## config.mk

```make
export PLATFORM = sky130hd
export DESIGN_NAME = aud_ser_tx
export DESIGN_NICKNAME = d
export VERILOG_FILES = /design/src/rtl/aud_ser_pkg.sv /design/src/rtl/aud_ser_cfg.sv /design/src/rtl/aud_ser_clkgen.sv /design/src/rtl/aud_ser_slotmux.sv /design/src/rtl/aud_ser_tx.sv
export SDC_FILE = /design/constraint.sdc
export NUM_CORES = 1
export LEC_CHECK = 0
export BUFFER_PORTS_ARGS = -buffer_cell sky130_fd_sc_hd__buf_2
export CORE_ASPECT_RATIO = 1.5
export CORE_MARGIN = 10
export CORE_UTILIZATION = 56
export CTS_BUF_LIST = sky130_fd_sc_hd__clkbuf_8
export CTS_CLUSTER_SIZE = 24
export DETAILED_ROUTE_END_ITERATION = 16
export PLACE_DENSITY = 0.79
export SYNTH_ARGS = -nofsm -noshare
export SYNTH_HDL_FRONTEND = slang
export SYNTH_SLANG_ARGS = --single-unit
```

## constraint.sdc

```tcl
create_clock -name clk -period 5.06 [get_ports clk]
set_input_delay 0 -clock clk [delete_from_list [all_inputs] [get_ports clk]]
set_output_delay 0 -clock clk [all_outputs]
set_load 0.02 [all_outputs]
```

## src/rtl/aud_ser_pkg.sv

```systemverilog
package aud_ser_pkg;

   typedef enum logic [1:0] {
      FMT_PAIR     = 2'b00,
      FMT_TDM4     = 2'b01,
      FMT_TDM8     = 2'b10,
      FMT_PAIR_ALT = 2'b11
   } fmt_e;

   typedef struct packed {
      fmt_e fmt;
      logic i2s;
   } cfg_t;

   function automatic logic fmt_is_tdm(fmt_e f);
      return (f == FMT_TDM4) || (f == FMT_TDM8);
   endfunction

   // number of 32-bit slots in one frame for a layout
   function automatic int fmt_slots(fmt_e f);
      case (f)
         FMT_TDM4: return 4;
         FMT_TDM8: return 8;
         default:  return 2;
      endcase
   endfunction

endpackage

```

## src/rtl/aud_ser_cfg.sv

```systemverilog
module aud_ser_cfg
   import aud_ser_pkg::*;
#(
   parameter int SLOT_W  = 32,
   parameter int PULSE_W = 32,
   parameter int CNT_W   = 8
) (
   input  logic             clk,
   input  logic             pdn_n,
   input  logic [1:0]       fmt_pins,
   input  logic             i2s_pin,
   output logic             tdm_o,
   output logic             i2s_o,
   output logic [CNT_W-1:0] frm_last_o,
   output logic [CNT_W-1:0] act_len_o
);

   cfg_t cfg_q;

   // configuration follows the pins only while powered down
   always_ff @(posedge clk) begin
      if (!pdn_n) begin
         cfg_q <= '{fmt: fmt_e'(fmt_pins), i2s: i2s_pin};
      end
   end

   assign tdm_o      = fmt_is_tdm(cfg_q.fmt);
   assign i2s_o      = cfg_q.i2s;
   assign frm_last_o = CNT_W'(fmt_slots(cfg_q.fmt) * SLOT_W - 1);
   assign act_len_o  = tdm_o ? CNT_W'(PULSE_W) : CNT_W'(SLOT_W);

   // configuration frozen while running
   p_cfg_frozen_r12: assert property (@(posedge clk) disable iff (!pdn_n)
      $past(pdn_n) |-> $stable(cfg_q));

endmodule

```

## src/rtl/aud_ser_clkgen.sv

```systemverilog
module aud_ser_clkgen #(
   parameter int CNT_W = 8
) (
   input  logic             clk,
   input  logic             pdn_n,
   input  logic             mclk_en,
   input  logic [CNT_W-1:0] frm_last,
   output logic             bclk_o,
   output logic             fall_o,
   output logic [CNT_W-1:0] cnt_o,
   output logic [CNT_W-1:0] nxt_o
);

   logic             bclk_q;
   logic [CNT_W-1:0] cnt_q;
   logic [CNT_W-1:0] cnt_nxt;

   // reset value all-ones is past every frame end, so the first fall wraps to bit 0
   assign cnt_nxt = (cnt_q >= frm_last) ? '0 : cnt_q + 1'b1;
   assign fall_o  = mclk_en & bclk_q;

   always_ff @(posedge clk or negedge pdn_n) begin
      if (!pdn_n) begin
         bclk_q <= 1'b1;
         cnt_q  <= '1;
      end else if (mclk_en) begin
         bclk_q <= ~bclk_q;
         if (bclk_q) begin
            cnt_q <= cnt_nxt;
         end
      end
   end

   assign bclk_o = bclk_q;
   assign cnt_o  = cnt_q;
   assign nxt_o  = cnt_nxt;

   // one bit-clock edge per enable tick
   p_bclk_toggle_r2: assert property (@(posedge clk) disable iff (!pdn_n)
      mclk_en |=> (bclk_q != $past(bclk_q)));

   // no edge without an enable tick
   p_bclk_hold_r2: assert property (@(posedge clk) disable iff (!pdn_n)
      !mclk_en |=> $stable(bclk_q));

   // frame counter wraps at the configured length
   p_frame_wrap_r3: assert property (@(posedge clk) disable iff (!pdn_n)
      (fall_o && cnt_q == frm_last) |=> (cnt_q == '0));

endmodule

```

## src/rtl/aud_ser_slotmux.sv

```systemverilog
module aud_ser_slotmux #(
   parameter int LINE   = 0,
   parameter int SMP_W  = 24,
   parameter int SLOT_W = 32,
   parameter int NCH    = 4,
   parameter int CNT_W  = 8
) (
   input  logic [NCH-1:0][SMP_W-1:0] src_i,
   input  logic [CNT_W-1:0]          pos_i,
   input  logic                      pos_ok_i,
   input  logic                      tdm_i,
   output logic                      bit_o
);

   localparam int SLOT_IW = $clog2(SLOT_W);
   localparam int SEL_W   = CNT_W - SLOT_IW;

   logic [SEL_W-1:0]   slot;
   logic [SLOT_IW-1:0] kbit;
   logic [SEL_W-1:0]   chsel;
   logic               live;
   logic [SMP_W-1:0]   word;
   logic               pick;

   assign slot = pos_i[CNT_W-1:SLOT_IW];
   assign kbit = pos_i[SLOT_IW-1:0];

   generate
      if (LINE == 0) begin : g_first
         // time-division: slot n is channel n; pair mode: channels 0 and 1
         assign chsel = slot;
         assign live  = tdm_i ? (int'(slot) < NCH) : (int'(slot) < NCH / 2);
      end else begin : g_second
         // second line only carries the upper pair, never in time-division
         assign chsel = slot + SEL_W'(NCH / 2);
         assign live  = !tdm_i && (int'(slot) < NCH / 2);
      end
   endgenerate

   always_comb begin
      word = '0;
      for (int c = 0; c < NCH; c++) begin
         if (int'(chsel) == c) word = src_i[c];
      end
      pick = 1'b0;
      for (int i = 0; i < SMP_W; i++) begin
         if (int'(kbit) == i) pick = word[SMP_W-1-i];
      end
      bit_o = live & pos_ok_i & pick;
   end

endmodule

```

## src/rtl/aud_ser_tx.sv

```systemverilog
module aud_ser_tx
   import aud_ser_pkg::*;
#(
   parameter int SMP_W   = 24,
   parameter int SLOT_W  = 32,
   parameter int NCH     = 4,
   parameter int PULSE_W = 32,
   parameter int MAX_SLT = 8
) (
   input  logic             clk,
   input  logic             pdn_n,
   input  logic             mclk_en,
   input  logic [1:0]       fmt_sel,
   input  logic             i2s_sel,
   input  logic             smp_vld,
   input  logic [SMP_W-1:0] smp_ch0,
   input  logic [SMP_W-1:0] smp_ch1,
   input  logic [SMP_W-1:0] smp_ch2,
   input  logic [SMP_W-1:0] smp_ch3,
   output logic             bclk,
   output logic             fclk,
   output logic             sd0,
   output logic             sd1
);

   localparam int FRM_MAX = MAX_SLT * SLOT_W;
   localparam int CNT_W   = $clog2(FRM_MAX);
   localparam int NLINE   = 2;

   generate
      if (SMP_W > SLOT_W) begin : g_chk_w
         $error("sample wider than its slot");
      end
      if (NCH != 4) begin : g_chk_n
         $error("layout needs four channels");
      end
      if ((1 << $clog2(SLOT_W)) != SLOT_W) begin : g_chk_s
         $error("slot width must be a power of two");
      end
      if (PULSE_W < 1 || PULSE_W >= 4 * SLOT_W) begin : g_chk_p
         $error("frame pulse must be shorter than the shortest TDM frame");
      end
      if (MAX_SLT != 8) begin : g_chk_m
         $error("longest frame has eight slots");
      end
   endgenerate

   logic                      tdm;
   logic                      i2s;
   logic [CNT_W-1:0]          frm_last;
   logic [CNT_W-1:0]          act_len;
   logic                      bclk_w;
   logic                      fall;
   logic [CNT_W-1:0]          cnt;
   logic [CNT_W-1:0]          nxt;
   logic [CNT_W-1:0]          pos;
   logic                      pos_ok;
   logic                      fclk_nxt;
   logic                      frm_start;
   logic [NCH-1:0][SMP_W-1:0] smp_in;
   logic [NCH-1:0][SMP_W-1:0] hold_q;
   logic [NCH-1:0][SMP_W-1:0] frm_q;
   logic [NCH-1:0][SMP_W-1:0] src;
   logic [NLINE-1:0]          line_bit;
   logic [NLINE-1:0]          sd_q;
   logic                      fclk_q;

   aud_ser_cfg #(
      .SLOT_W (SLOT_W),
      .PULSE_W(PULSE_W),
      .CNT_W  (CNT_W)
   ) u_cfg (
      .clk       (clk),
      .pdn_n     (pdn_n),
      .fmt_pins  (fmt_sel),
      .i2s_pin   (i2s_sel),
      .tdm_o     (tdm),
      .i2s_o     (i2s),
      .frm_last_o(frm_last),
      .act_len_o (act_len)
   );

   aud_ser_clkgen #(
      .CNT_W(CNT_W)
   ) u_clk (
      .clk     (clk),
      .pdn_n   (pdn_n),
      .mclk_en (mclk_en),
      .frm_last(frm_last),
      .bclk_o  (bclk_w),
      .fall_o  (fall),
      .cnt_o   (cnt),
      .nxt_o   (nxt)
   );

   assign smp_in    = {smp_ch3, smp_ch2, smp_ch1, smp_ch0};
   assign frm_start = (nxt == '0);

   // the bit leaving at frame start comes straight from the held set
   assign src    = frm_start ? hold_q : frm_q;
   assign pos    = nxt - {{(CNT_W-1){1'b0}}, i2s};
   assign pos_ok = !(i2s && frm_start);

   assign fclk_nxt = (nxt < act_len) ^ i2s;

   generate
      for (genvar ln = 0; ln < NLINE; ln++) begin : g_line
         aud_ser_slotmux #(
            .LINE  (ln),
            .SMP_W (SMP_W),
            .SLOT_W(SLOT_W),
            .NCH   (NCH),
            .CNT_W (CNT_W)
         ) u_mux (
            .src_i   (src),
            .pos_i   (pos),
            .pos_ok_i(pos_ok),
            .tdm_i   (tdm),
            .bit_o   (line_bit[ln])
         );
      end
   endgenerate

   always_ff @(posedge clk or negedge pdn_n) begin
      if (!pdn_n) begin
         hold_q <= '0;
         frm_q  <= '0;
         fclk_q <= 1'b0;
         sd_q   <= '0;
      end else begin
         if (smp_vld) begin
            hold_q <= smp_in;
         end
         if (fall) begin
            fclk_q <= fclk_nxt;
            sd_q   <= line_bit;
            if (frm_start) begin
               frm_q <= hold_q;
            end
         end
      end
   end

   assign bclk = bclk_w;
   assign fclk = fclk_q;
   assign sd0  = sd_q[0];
   assign sd1  = sd_q[1];

   // second line quiet in time-division modes
   p_sd1_low_r9: assert property (@(posedge clk) disable iff (!pdn_n)
      tdm |=> !sd_q[1]);

   // data lines move only with a falling bit clock
   p_data_on_fall_r2: assert property (@(posedge clk) disable iff (!pdn_n)
      !$stable(sd_q) |-> $fell(bclk_w));

   // frame clock moves only with a falling bit clock
   p_fclk_on_fall_r2: assert property (@(posedge clk) disable iff (!pdn_n)
      !$stable(fclk_q) |-> $fell(bclk_w));

   // frame clock edges only at frame start or end of active span
   p_fclk_edge_pos_r5: assert property (@(posedge clk) disable iff (!pdn_n)
      !$stable(fclk_q) |-> (cnt == '0 || cnt == act_len));

endmodule

```

After elaboration in Yosys (flattened, before gate mapping). Cells that the tools add are included.

Flip-flop bits (word level): 207. Output and inout bits: 4. Logic and storage cells: 130.

Order comparisons: 4. Reduce and logical (&&, ||, !) cells: 10. Add/subtract/negate cells: 4. Equality and inequality tests: 31. Bitwise logic cells: 7. Mux-type cells: 60.

Operator list (number): $mux 24 (8); $mux 96 (1); $eq 5x5->1 const B (16); $mux 1 (49); $eq 5x4->1 const B (4); $eq 3x3->1 const B (4); $eq 5x3->1 const B (2); $add 8x1->8 const B (1); $ge 8x8->1 (1); $logic_not 8->1 (1); $lt 8x6->1 const B (1); $mux 8 (1); $sub 8x1->8 (1); $sub 8x1->8 const B (1); $eq 3x2->1 const B (2); $logic_not 3->1 (2); $pmux 3 s2 (1); $and 1x1->1 (5); $eq 5x2->1 const B (1); $logic_not 5->1 (1); $add 3x2->3 const B (1); $lt 3x2->1 const B (1); $lt 3x3->1 const B (1); $eq 2x1->1 const B (1); other kinds (7) (9).

Longest topological paths before layout. Gate-level depths: netlist of run 1.

Depth in word-level cells: 37. Mapped depth: 27.

Cells and area by module. From an unflattened synthesis of run 1, not the netlist that was laid out.

Cells, all modules: 982. Area total of the unflattened synthesis: 12281.8 um^2.

Modules (own cells, without submodules): aud_ser_tx (cells each 573, times used 1, sequential area each 4879.7 um^2, area each 8864.8 um^2); aud_ser_slotmux at g_line[0].u_mux (cells each 137, times used 1, sequential area each 0.0 um^2, area each 1221.2 um^2); aud_ser_slotmux at g_line[1].u_mux (cells each 163, times used 1, sequential area each 0.0 um^2, area each 1171.1 um^2); aud_ser_clkgen (cells each 85, times used 1, sequential area each 236.5 um^2, area each 790.8 um^2); aud_ser_cfg (cells each 24, times used 1, sequential area each 90.1 um^2, area each 234.0 um^2).

Worst setup path after synthesis of run 1. OpenSTA, ideal clock, no wires.

Path type: register to register. From: register u_cfg.cfg_q[1] in the netlist's numbering. To: register sd_q[1]. Arrival: 5.521 ns. Path slack: -0.530 ns. Stages on the path, launching flop included: 27. Buffers on the path: 5. Data required time: 4.991 ns. Library setup time: 0.069 ns. Clock period less this slack: 5.590 ns. Path through: edfxtp_1 > inv_1 > ha_1 > inv_1 > ha_1 > a21oi_2 > o31a_1 > clkbuf_1 > buf_1 > nand2b_1 > ha_1 > ha_1 > clkbuf_1 > o2111a_1 > o21ai_1 > nand2_1 > inv_2 > buf_2 > buf_1 > ha_1 > nor3_1 > a211o_1 > a31oi_1 > o22a_1 > nor4_1 > o211ai_1 > nand3_1.

Word-level cells in the longest chain between the ends: 37.

Ends and longest elaborated chain: start, declared (RTL line aud_ser_cfg.sv:18) `cfg_t cfg_q;`; start signal, assigned (RTL line aud_ser_cfg.sv:23) `cfg_q <= '{fmt: fmt_e'(fmt_pins), i2s: i2s_pin};`; $eq 2x2->1 / $eq 2x1->1 (equally long branches) (RTL line aud_ser_pkg.sv:16, aud_ser_pkg.sv:21); $pmux 3 s2 (RTL line aud_ser_pkg.sv:21) `case (f)`; $sub 8x1->8 (RTL line aud_ser_cfg.sv:29) `assign frm_last_o = CNT_W'(fmt_slots(cfg_q.fmt) * SLOT_W - 1);`; $ge 8x8->1 (RTL line aud_ser_clkgen.sv:19) `assign cnt_nxt = (cnt_q >= frm_last) ? '0 : cnt_q + 1'b1;`; $mux 8 (RTL line aud_ser_clkgen.sv:19); $sub 8x1->8 (RTL line aud_ser_tx.sv:101) `assign pos = nxt - {{(CNT_W-1){1'b0}}, i2s};`; $add 3x2->3 (RTL line aud_ser_slotmux.sv:35) `assign chsel = slot + SEL_W'(NCH / 2);`; $logic_not 3->1 (RTL line aud_ser_slotmux.sv:43) `if (int'(chsel) == c) word = src_i[c];`; $mux 24 (4 in a row) (RTL line aud_ser_slotmux.sv:43); $mux 1 (24 in a row) (RTL line aud_ser_slotmux.sv:47) `if (int'(kbit) == i) pick = word[SMP_W-1-i];`; $and 1x1->1 (*) (RTL line aud_ser_slotmux.sv:49) `bit_o = live & pos_ok_i & pick;`; end signal, assigned (RTL line aud_ser_tx.sv:136) `sd_q <= line_bit;`; end, declared (RTL line aud_ser_tx.sv:65) `logic [NLINE-1:0] sd_q;`.

Mark *: on every way between the ends. The rest lies on a longest branch, timed or not. A chain may end at the register's enable or synchronous reset.

Final worst setup path of run 1.
From: register u_cfg.cfg_q[2] in the netlist's numbering. To: register sd_q[0].

Word-level cells in the longest chain between the ends: 36.

Ends and longest elaborated chain (RTL line): $eq 2x2->1 / $eq 2x1->1 (equally long branches) (aud_ser_pkg.sv:16, aud_ser_pkg.sv:21); $pmux 3 s2 (aud_ser_pkg.sv:21); $sub 8x1->8 (aud_ser_cfg.sv:29); $ge 8x8->1 (aud_ser_clkgen.sv:19); $mux 8 (aud_ser_clkgen.sv:19); $sub 8x1->8 / $logic_not 8->1 (equally long branches) (aud_ser_tx.sv:101, aud_ser_tx.sv:97); $logic_not 3->1 / $mux 96 (equally long branches); $mux 24 (4 in a row) (aud_ser_slotmux.sv:43); $mux 1 (24 in a row) (aud_ser_slotmux.sv:47); $and 1x1->1 (*) (aud_ser_slotmux.sv:49).

Marked as above.

==> results of run 1 <==
==> per-layer routing <==
layer  routed length (µm)  share of wire, %  global-route usage (%)
met1                13890                37                   30.43
met2                19580                52                   44.55
met3                 2316               6.2                   3.449
met4                 1684               4.5                   11.98
met5                    0                 0                       0
==> cell families after synthesis <==
kind of cell	share of synthesized area, %
buffers and inverters	3.788
DFF	42.14
adders and majority gates	0.8102
AOI/OAI and AO/OA	14.62
xor gates and xnor gates	0.8407
muxes	25.94
and+or+nand+nor	11.86
==> layout by cell type (no fill, tap or decap), drive strengths merged, types with 5 or more instances in the layout <==
| cell type | instances |
|---|---|
| nand4 | 18 |
| a31oi | 15 |
| a2111oi | 10 |
| nand3 | 43 |
| nand2 | 157 |
| a21oi | 33 |
| dfrtp | 195 |
| dfstp | 9 |
| o31a | 5 |
| a221oi | 9 |
| mux2i | 58 |
| o22ai | 9 |
| a22oi | 8 |
| dlygate4sd3 | 101 |
| a21o | 5 |
| nor3 | 15 |
| o2111ai | 6 |
| o221ai | 11 |
| buf | 150 |
| clkbuf | 40 |
| mux4 | 21 |
| o311ai | 8 |
| ha | 8 |
| a32oi | 6 |
| a211oi | 10 |
| a211o | 5 |
| a41oi | 5 |
| o21ai | 40 |
| nor2 | 21 |
| xor2 | 9 |
| mux2 | 191 |
| clkinv | 5 |
| inv | 20 |
| o211a | 11 |
| or3 | 5 |
| a311oi | 6 |
| and2 | 5 |
| and3 | 10 |
==> synthesized netlist by cell type (all sizes together), types with 8 or more instances <==
cell,count
and3,10
a21oi,33
mux2i,58
buf,55
o22ai,9
mux4,21
nand2,157
o211a,11
dfstp,9
mux2,191
nand4,18
ha,8
xor2,9
a22oi,8
nor2,21
nand3,43
a221oi,9
nor3,15
o311ai,8
clkbuf,27
o221ai,11
a31oi,15
a211oi,10
a2111oi,10
inv,10
o21ai,40
dfrtp,195
==> state kept, by name, summed over array words and instances (netlist names) <==
name	flops
frm_q	96
hold_q	96
u_clk.cnt_o	8
sd_q	2
u_cfg.cfg_q	2
fclk	1
u_cfg.i2s_o	1
u_clk.bclk_o	1
==> path summary, 6_finish.rpt <==
check,start,endpoint,slack [ps],cells past startpoint
worst max-delay path,u_cfg.cfg_q[2]$_DFFE_PN_,sd_q[0]$_DFFE_PN0P_,400,18
worst min-delay path,pdn_n,hold_q[72]$_DFFE_PN0P_,3,2
worst max register to register,u_cfg.cfg_q[2]$_DFFE_PN_,sd_q[0]$_DFFE_PN0P_,400,18
worst min register to register,frm_q[34]$_DFFE_PN0P_,frm_q[34]$_DFFE_PN0P_,480,2
max in group asynchronous,pdn_n,frm_q[63]$_DFFE_PN0P_,3940,3
min in group clk,smp_vld,hold_q[68]$_DFFE_PN0P_,70,2
==> metrics by stage <==
stage / power (µW) / instances / cell area (µm²) / hold WS [ps] / utilization, %
global placement: 4861 / 1465 / 13240 / 83.23 / 60.95
finish: 6486 / 1622 / 14890 / 3.226 / 68.54
detailed placement: 4941 / 1465 / 13240 / 89.59 / 60.95
CTS: 6420 / 1622 / 14890 / 34.97 / 68.54
floorplan: 4154 / 1124 / 12360 / -295.6 / -
global route: 6811 / 1622 / 14890 / 63.87 / 68.54
==> what timing repair did <==
action                                 CTS  global route
endpoints found under the hold margin  189             0
setup buffers                            0             0
hold buffers                           101             0
==> final cells by class <==
class	instances	area share, %
well taps	272	2.286
inverters	10	0.2522
clock inverters	17	0.6724
repair buffers	252	13.12
multi-input cells	825	45.09
flip-flops and latches	207	34.98
clock buffers	39	3.606
==> power by group <==
group	internal, µW	switching (µW)
registers	2110	404
logic	1160	1390
clock network	742	689
==> worst max-delay path, cell delays in order, from the launching register on <==
cell                        delay [ps]
sky130_fd_sc_hd__edfxtp_1          360
sky130_fd_sc_hd__ha_1              340
sky130_fd_sc_hd__ha_1              290
sky130_fd_sc_hd__nand2_1           100
sky130_fd_sc_hd__o31a_1            310
sky130_fd_sc_hd__nand2b_1          110
sky130_fd_sc_hd__ha_1              210
sky130_fd_sc_hd__nor3b_1           380
sky130_fd_sc_hd__a22oi_2           110
sky130_fd_sc_hd__buf_4             200
sky130_fd_sc_hd__xor2_4            190
sky130_fd_sc_hd__buf_12            220
sky130_fd_sc_hd__o311ai_0          260
sky130_fd_sc_hd__a21oi_1           210
sky130_fd_sc_hd__o2111ai_1         380
sky130_fd_sc_hd__nand4_1           170
sky130_fd_sc_hd__a211oi_1          300
sky130_fd_sc_hd__o2111a_1          260
sky130_fd_sc_hd__a21boi_1           70
==> impl_results.html, run 1 <==
<table>
<tr><th>Metric</th><th>Value</th></tr>
<tr><th colspan="2">Outcome</th></tr>
<tr><td>Result of the run</td><td>complete, no violations</td></tr>
<tr><th colspan="2">Global routing</th></tr>
<tr><td>Vias in the first global route</td><td>~11,000</td></tr>
<tr><td>Antenna violations before repair</td><td>0</td></tr>
<tr><td>Global-route wire length before repair</td><td>just under 60,000 µm</td></tr>
<tr><td>Pin count of the biggest net entering global routing</td><td>around 120</td></tr>
<tr><td>Grt total ovfl</td><td>0</td></tr>
<tr><td>Overall global routing resource usage</td><td>between 20% and 30%</td></tr>
<tr><th colspan="2">Timing</th></tr>
<tr><td>Setup repair after global routing missed its margin</td><td>no</td></tr>
<tr><td>Final setup violation count</td><td>0</td></tr>
<tr><td>Worst Skew</td><td>approximately 17 ps</td></tr>
<tr><td>Max Clk Rate</td><td>around 210 MHz</td></tr>
<tr><td>Number of failing hold endpoints at the final stage</td><td>0</td></tr>
<tr><td>Minimum clock period</td><td>~4700 ps</td></tr>
<tr><td>Final worst path period share</td><td>a little over 90%</td></tr>
<tr><td>Worst path setup slack after routing</td><td>between 400 and 500 ps</td></tr>
<tr><td>Remaining max-slew budget at the tightest pin</td><td>between 30% and 40%</td></tr>
<tr><td>Sum of negative setup slack</td><td>0 ps</td></tr>
<tr><td>Slew at the pin closest to its max-slew limit</td><td>899.2 ps</td></tr>
<tr><td>Count of pins over their slew limit</td><td>0</td></tr>
<tr><th colspan="2">Floorplan</th></tr>
<tr><td>Core Rows</td><td>66</td></tr>
<tr><td>Die outline width</td><td>between 100 and 150 µm</td></tr>
<tr><td>Ports placed on the boundary</td><td>around 110</td></tr>
<tr><td>Initial core utilization</td><td>a little under three fifths</td></tr>
<tr><td>Die Y</td><td>between 200 and 250 µm</td></tr>
<tr><td>Core region area</td><td>between 20,000 and 25,000 µm²</td></tr>
<tr><td>Die Outline Area</td><td>28,520 µm²</td></tr>
<tr><th colspan="2">Synth</th></tr>
<tr><td>Share of the yosys chip area belonging to registers</td><td>~42%</td></tr>
<tr><td>Synth Cell Area</td><td>around 12,000 µm²</td></tr>
<tr><td>Cell count after synthesis</td><td>~1,100</td></tr>
<tr><td>Library cell occupying the most area in the post-synthesis netlist</td><td>sky130_fd_sc_hd__dfrtp_1</td></tr>
<tr><td>Post-synthesis register bit count</td><td>between 200 and 250</td></tr>
<tr><td>Count of flip-flops with a built-in enable after synthesis</td><td>3</td></tr>
<tr><td>Proportion of register bits with asynchronous set or reset after synthesis</td><td>a little over nine tenths</td></tr>
<tr><td>Share of the synthesized area in the top cell type</td><td>between 30% and 40%</td></tr>
<tr><td>Post-Syn Nets</td><td>1,235</td></tr>
<tr><td>Count of different cell masters after synthesis</td><td>94</td></tr>
<tr><td>Flip-flop cell with the highest count after synthesis</td><td>sky130_fd_sc_hd__dfrtp_1</td></tr>
<tr><td>Area contributors post-synth</td><td>sky130_fd_sc_hd__dfrtp_1 39%, sky130_fd_sc_hd__mux2_2 17%, sky130_fd_sc_hd__nand2_1 4.7%</td></tr>
<tr><td>Mean post-synth cell area</td><td>about 11 µm²</td></tr>
<tr><td>Synthesis Warnings</td><td>0</td></tr>
<tr><th colspan="2">Finish</th></tr>
<tr><td>Net count reported at finish</td><td>1,438</td></tr>
<tr><td>Diode insertion count for antenna repair</td><td>0</td></tr>
<tr><td>Area added between synthesis and finish</td><td>20.49%</td></tr>
<tr><td>Fill cells</td><td>around 1,600</td></tr>
<tr><td>Fraction of layout cells with a size suffix above 1</td><td>between 30% and 40%</td></tr>
<tr><td>Storage cell area</td><td>5206 µm²</td></tr>
<tr><td>Area occupied by multi-input gates</td><td>6711 µm²</td></tr>
<tr><th colspan="2">Detailed routing</th></tr>
<tr><td>Count of routing violations after the opening detailed-route iteration</td><td>~1,000</td></tr>
<tr><td>Post-DRT Antenna Nets</td><td>0</td></tr>
<tr><td>Total wirelength of the detailed-routed design</td><td>around 37,000 µm</td></tr>
<tr><td>Mean routed wirelength per cell</td><td>between 20 and 25 µm</td></tr>
<tr><td>Vias</td><td>approximately 10,000</td></tr>
<tr><td>DR DRC count</td><td>0</td></tr>
<tr><td>DR pass1 iterations</td><td>6</td></tr>
<tr><td>Drt via density</td><td>6.411</td></tr>
<tr><th colspan="2">Pwr</th></tr>
<tr><td>Static leakage</td><td>approximately 0.0063 µW</td></tr>
<tr><td>Max rail drop VDD</td><td>0.0002623 V</td></tr>
<tr><td>P per Cell Area</td><td>roughly 440 nW/µm²</td></tr>
<tr><th colspan="2">Clocking</th></tr>
<tr><td>CTS clk-pin slew, worst paths</td><td>~70 ps</td></tr>
<tr><td>Maximum level of the CTS H-tree</td><td>1</td></tr>
<tr><td>Resized cells post-CTS</td><td>0</td></tr>
<tr><td>Worst skew pair latency</td><td>approximately 600 ps</td></tr>
<tr><td>Clock buffer count from CTS</td><td>31</td></tr>
<tr><td>Maximum clock insertion buffer count</td><td>3</td></tr>
<tr><td>Clock Tree Root</td><td>sky130_fd_sc_hd__clkbuf_8</td></tr>
<tr><td>Number of sinks driven by the clock tree</td><td>roughly 210</td></tr>
<tr><td>TritonCTS clock tree</td><td>yes</td></tr>
<tr><th colspan="2">Min path</th></tr>
<tr><td>Worst min-delay path category</td><td>in2async</td></tr>
<tr><th colspan="2">Place</th></tr>
<tr><td>Estimated wirelength of the detail-placed design</td><td>about 25,000 µm</td></tr>
<tr><td>Port buffer count</td><td>roughly 110</td></tr>
<tr><td>Worst slack after detailed placement</td><td>approximately 470 ps</td></tr>
<tr><td>Global placer's final weighted congestion</td><td>a little under 1</td></tr>
<tr><th colspan="2">Flow run</th></tr>
<tr><td># Max-Cap Violations</td><td>0</td></tr>
<tr><th colspan="2">Worst setup path</th></tr>
<tr><td>Crit Path Class</td><td>reg2reg</td></tr>
<tr><td>Setup crit start kind</td><td>register</td></tr>
<tr><td>Maximum fanout along the worst path</td><td>a little under 70</td></tr>
<tr><td>Data arrival time of the critical path</td><td>between 5000 and 6000 ps</td></tr>
<tr><td>Worst path required time</td><td>~5500 ps</td></tr>
<tr><td>Critical Path Sink Type</td><td>register</td></tr>
</table>
(Power assumes the default switching activity.)
==> run 2, diff against run 1 <==
--- a/config.mk
+++ b/config.mk
@@ -8,11 +8,11 @@
 export BUFFER_PORTS_ARGS = -buffer_cell sky130_fd_sc_hd__buf_2
 export CORE_ASPECT_RATIO = 1.5
 export CORE_MARGIN = 10
-export CORE_UTILIZATION = 56
+export CORE_UTILIZATION = 60
 export CTS_BUF_LIST = sky130_fd_sc_hd__clkbuf_8
 export CTS_CLUSTER_SIZE = 24
 export DETAILED_ROUTE_END_ITERATION = 16
-export PLACE_DENSITY = 0.79
+export PLACE_DENSITY = 0.8
 export SYNTH_ARGS = -nofsm -noshare
 export SYNTH_HDL_FRONTEND = slang
 export SYNTH_SLANG_ARGS = --single-unit
==> constraint.sdc (replaced) <==
create_clock -name clk -period 5.7 [get_ports clk]
set_input_delay 0 -clock clk [delete_from_list [all_inputs] [get_ports clk]]
set_output_delay 0 -clock clk [all_outputs]
set_load 0.02 [all_outputs]
==> impl_results.html, run 2 (synthesis gave the netlist of run 1 again) <==
<table>
<tr><th>Metric</th><th>Value</th></tr>
<tr><th colspan="2">Floorplan</th></tr>
<tr><td>Die Y</td><td>195.7 µm</td></tr>
<tr><td>Die outline width</td><td>approximately 140 µm</td></tr>
<tr><td>Core region area</td><td>20,340 µm²</td></tr>
<tr><td>Core Rows</td><td>64</td></tr>
<tr><td>Initial core utilization</td><td>approximately three fifths</td></tr>
<tr><td>Ports placed on the boundary</td><td>between 100 and 150</td></tr>
<tr><td>Die Outline Area</td><td>roughly 27,000 µm²</td></tr>
<tr><th colspan="2">Pwr</th></tr>
<tr><td>Clock power frac</td><td>a little under a quarter</td></tr>
<tr><td>Static leakage</td><td>between 0.006 and 0.007 µW</td></tr>
<tr><td>Share of total power in sequential cells</td><td>roughly 39%</td></tr>
<tr><td>P_sw</td><td>about 2200 µW</td></tr>
<tr><td>Combinational fraction of design power</td><td>about two fifths</td></tr>
<tr><td>Net switching fraction of the power</td><td>about two fifths</td></tr>
<tr><td>P per Cell Area</td><td>393.5 nW/µm²</td></tr>
<tr><td>Pint</td><td>3598 µW</td></tr>
<tr><td>Max rail drop VDD</td><td>0.0002452 V</td></tr>
<tr><th colspan="2">Worst setup path</th></tr>
<tr><td>Endpoint of the most critical register-to-register path</td><td>sd_q[1]$_DFFE_PN0P_</td></tr>
<tr><td>Setup crit start kind</td><td>register</td></tr>
<tr><td>FF-to-FF Start</td><td>u_clk.cnt_o[0]$_DFFE_PN1P_</td></tr>
<tr><td>Crit Path Class</td><td>reg2reg</td></tr>
<tr><td>Worst path required time</td><td>6220 ps</td></tr>
<tr><td>Path depth of the worst reg2reg path</td><td>18</td></tr>
<tr><td>Data arrival time of the critical path</td><td>5800 ps</td></tr>
<tr><td>Critical Path Sink Type</td><td>register</td></tr>
<tr><td>Worst R2R Setup Slack</td><td>420 ps</td></tr>
<tr><td>Maximum fanout along the worst path</td><td>11</td></tr>
<tr><th colspan="2">Global routing</th></tr>
<tr><td>Pin count of the biggest net entering global routing</td><td>between 100 and 150</td></tr>
<tr><td>Global-route wire length before repair</td><td>roughly 61,000 µm</td></tr>
<tr><td>Overall global routing resource usage</td><td>approximately 28%</td></tr>
<tr><td>Vias in the first global route</td><td>around 11,000</td></tr>
<tr><td>Grt total ovfl</td><td>0</td></tr>
<tr><td>Antenna violations before repair</td><td>0</td></tr>
<tr><th colspan="2">Min path</th></tr>
<tr><td>Worst min-delay path endpoint</td><td>hold_q[66]$_DFFE_PN0P_</td></tr>
<tr><td>Worst min-delay path category</td><td>in2reg</td></tr>
<tr><td>Startpoint of the worst hold path</td><td>smp_vld</td></tr>
<tr><td>Worst hold path stage count</td><td>2</td></tr>
<tr><th colspan="2">Finish</th></tr>
<tr><td>Area added between synthesis and finish</td><td>19.68%</td></tr>
<tr><td>Post-layout instance count excluding filler cells</td><td>about 1,600</td></tr>
<tr><td>Fraction of layout cells with a size suffix above 1</td><td>32.38%</td></tr>
<tr><td>Most frequent cells in the layout</td><td>195 x sky130_fd_sc_hd__dfrtp_1, 190 x sky130_fd_sc_hd__mux2_2, 156 x sky130_fd_sc_hd__nand2_1</td></tr>
<tr><td>Net count reported at finish</td><td>between 1,000 and 1,500</td></tr>
<tr><td>Final standard cell area without fillers</td><td>14,790 µm²</td></tr>
<tr><td>Commonest non-fill, non-tap cell in the layout</td><td>sky130_fd_sc_hd__dfrtp_1</td></tr>
<tr><td>Diode insertion count for antenna repair</td><td>0</td></tr>
<tr><th colspan="2">Outcome</th></tr>
<tr><td>Result of the run</td><td>complete, no violations</td></tr>
<tr><th colspan="2">Timing</th></tr>
<tr><td>Final worst path period share</td><td>92.65%</td></tr>
<tr><td>Minimum clock period</td><td>between 5000 and 6000 ps</td></tr>
<tr><td>Hold Slack</td><td>a little over 10 ps</td></tr>
<tr><td>Worst path setup slack after routing</td><td>approximately 420 ps</td></tr>
<tr><td>Number of failing hold endpoints at the final stage</td><td>0</td></tr>
<tr><td>Count of pins over their slew limit</td><td>0</td></tr>
<tr><td>Max Clk Rate</td><td>about 190 MHz</td></tr>
<tr><td>Setup repair after global routing missed its margin</td><td>no</td></tr>
<tr><td>Sum of negative setup slack</td><td>0 ps</td></tr>
<tr><td>Slew at the pin closest to its max-slew limit</td><td>1082 ps</td></tr>
<tr><td>Worst Skew</td><td>roughly 30 ps</td></tr>
<tr><td>Final setup violation count</td><td>0</td></tr>
<tr><td>Remaining max-slew budget at the tightest pin</td><td>27.37%</td></tr>
<tr><th colspan="2">Clocking</th></tr>
<tr><td>CTS clk-pin slew, worst paths</td><td>about 80 ps</td></tr>
<tr><td>TritonCTS clock tree</td><td>yes</td></tr>
<tr><td>Maximum level of the CTS H-tree</td><td>1</td></tr>
<tr><td>Clock Tree Root</td><td>sky130_fd_sc_hd__clkbuf_8</td></tr>
<tr><td>Worst skew pair latency</td><td>590 ps</td></tr>
<tr><td>Clock buffer count from CTS</td><td>31</td></tr>
<tr><td>Maximum clock insertion buffer count</td><td>3</td></tr>
<tr><td>Resized cells post-CTS</td><td>0</td></tr>
<tr><td>Number of sinks driven by the clock tree</td><td>207</td></tr>
<tr><td>Post-CTS Repair Setup Buffers</td><td>0</td></tr>
<tr><td>Total of hold buffers inserted after clock tree synthesis</td><td>roughly 100</td></tr>
<tr><th colspan="2">Detailed routing</th></tr>
<tr><td>Post-DRT Antenna Nets</td><td>0</td></tr>
<tr><td>Total wirelength of the detailed-routed design</td><td>about 38,000 µm</td></tr>
<tr><td>DR DRC count</td><td>0</td></tr>
<tr><td>Mean routed wirelength per cell</td><td>~24 µm</td></tr>
<tr><td>Vias</td><td>10,532</td></tr>
<tr><td>DR pass1 iterations</td><td>7</td></tr>
<tr><td>Count of routing violations after the opening detailed-route iteration</td><td>around 1,200</td></tr>
<tr><td>Drt via density</td><td>between 6 and 7</td></tr>
<tr><th colspan="2">Place</th></tr>
<tr><td>Estimated wirelength of the detail-placed design</td><td>24,830 µm</td></tr>
<tr><td>Placed cell areas</td><td>approximately 13,000 µm²</td></tr>
<tr><td>Cells after DPL</td><td>1,440</td></tr>
<tr><td>Global placer's final weighted congestion</td><td>between 0.9 and 1</td></tr>
<tr><td>Port buffer count</td><td>between 100 and 150</td></tr>
<tr><td>Worst slack after detailed placement</td><td>around 530 ps</td></tr>
<tr><th colspan="2">Flow run</th></tr>
<tr><td># Max-Cap Violations</td><td>0</td></tr>
</table>
run 2: per-stage QoR:
| step | power (µW) | util, % |
|---|---|---|
| 4_1_cts | 5734 | 72.69 |
| 3_5_place_dp | 4351 | 64.26 |
| 2_1_floorplan | 3687 | - |
| 6_report | 5819 | 72.69 |
| 3_3_place_gp | 4291 | 64.26 |
| 5_1_grt | 6102 | 72.69 |
run 2: power by group through the flow:
stage	Combinational, µW	Clock, µW	Sequential, µW
detailed placement	2110	0	2240
global placement	2080	0	2220
finish	2230	1340	2240
floorplan	1590	0	2100
CTS	2180	1340	2220
global route	2400	1420	2280
run 2: how the worst max path moves through the flow:
stage                          end  slack (ps)                  startpoint
3_3_place_gp   sd_q[1]$_DFFE_PN0P_         740  u_clk.cnt_o[0]$_DFFE_PN1P_
6_report       sd_q[1]$_DFFE_PN0P_         420  u_clk.cnt_o[0]$_DFFE_PN1P_
3_5_place_dp   sd_q[1]$_DFFE_PN0P_         530  u_clk.cnt_o[0]$_DFFE_PN1P_
5_1_grt        sd_q[1]$_DFFE_PN0P_          30  u_clk.cnt_o[0]$_DFFE_PN1P_
2_1_floorplan  sd_q[1]$_DFFE_PN0P_         110    u_cfg.cfg_q[1]$_DFFE_PN_
4_1_cts        sd_q[1]$_DFFE_PN0P_         490  u_clk.cnt_o[0]$_DFFE_PN1P_
run 2: per-layer routing:
layer / track usage [%] / routed length, µm / part of all wire (%)
met5: 0 / 0 / 0
met4: 14.10 / 2020 / 5.3
met3: 4.348 / 2302 / 6.0
met2: 49.82 / 20210 / 53
met1: 32.25 / 13710 / 36
run 2: cell type report:
| class | instances | area, µm² |
|---|---|---|
| Clock buffer | 41 | 564.3 |
| Inverter | 10 | 37.54 |
| Multi-Input combinational cell | 825 | 6706 |
| Clock inverter | 15 | 112.6 |
| Tap cell | 264 | 330.3 |
| Fill cell | 1420 | 5554 |
| Timing Repair Buffer | 236 | 1828 |
| Sequential cell | 207 | 5206 |
run 2: worst max-delay path: stages (launching register included):
cell and delay, ps:
sky130_fd_sc_hd__dfstp_2 650, sky130_fd_sc_hd__ha_1 410, sky130_fd_sc_hd__nand3_2 210, sky130_fd_sc_hd__o31a_1 360, sky130_fd_sc_hd__nand2b_1 120, sky130_fd_sc_hd__ha_1 220
sky130_fd_sc_hd__nor3b_1 380, sky130_fd_sc_hd__a22oi_2 250, sky130_fd_sc_hd__nor3_2 400, sky130_fd_sc_hd__xor2_1 240, sky130_fd_sc_hd__ha_1 280, sky130_fd_sc_hd__nor3_1 590
sky130_fd_sc_hd__buf_4 270, sky130_fd_sc_hd__a211o_1 130, sky130_fd_sc_hd__a31oi_1 40, sky130_fd_sc_hd__o22a_1 170, sky130_fd_sc_hd__nor4_1 310, sky130_fd_sc_hd__o211ai_1 130
sky130_fd_sc_hd__nand3_1 90
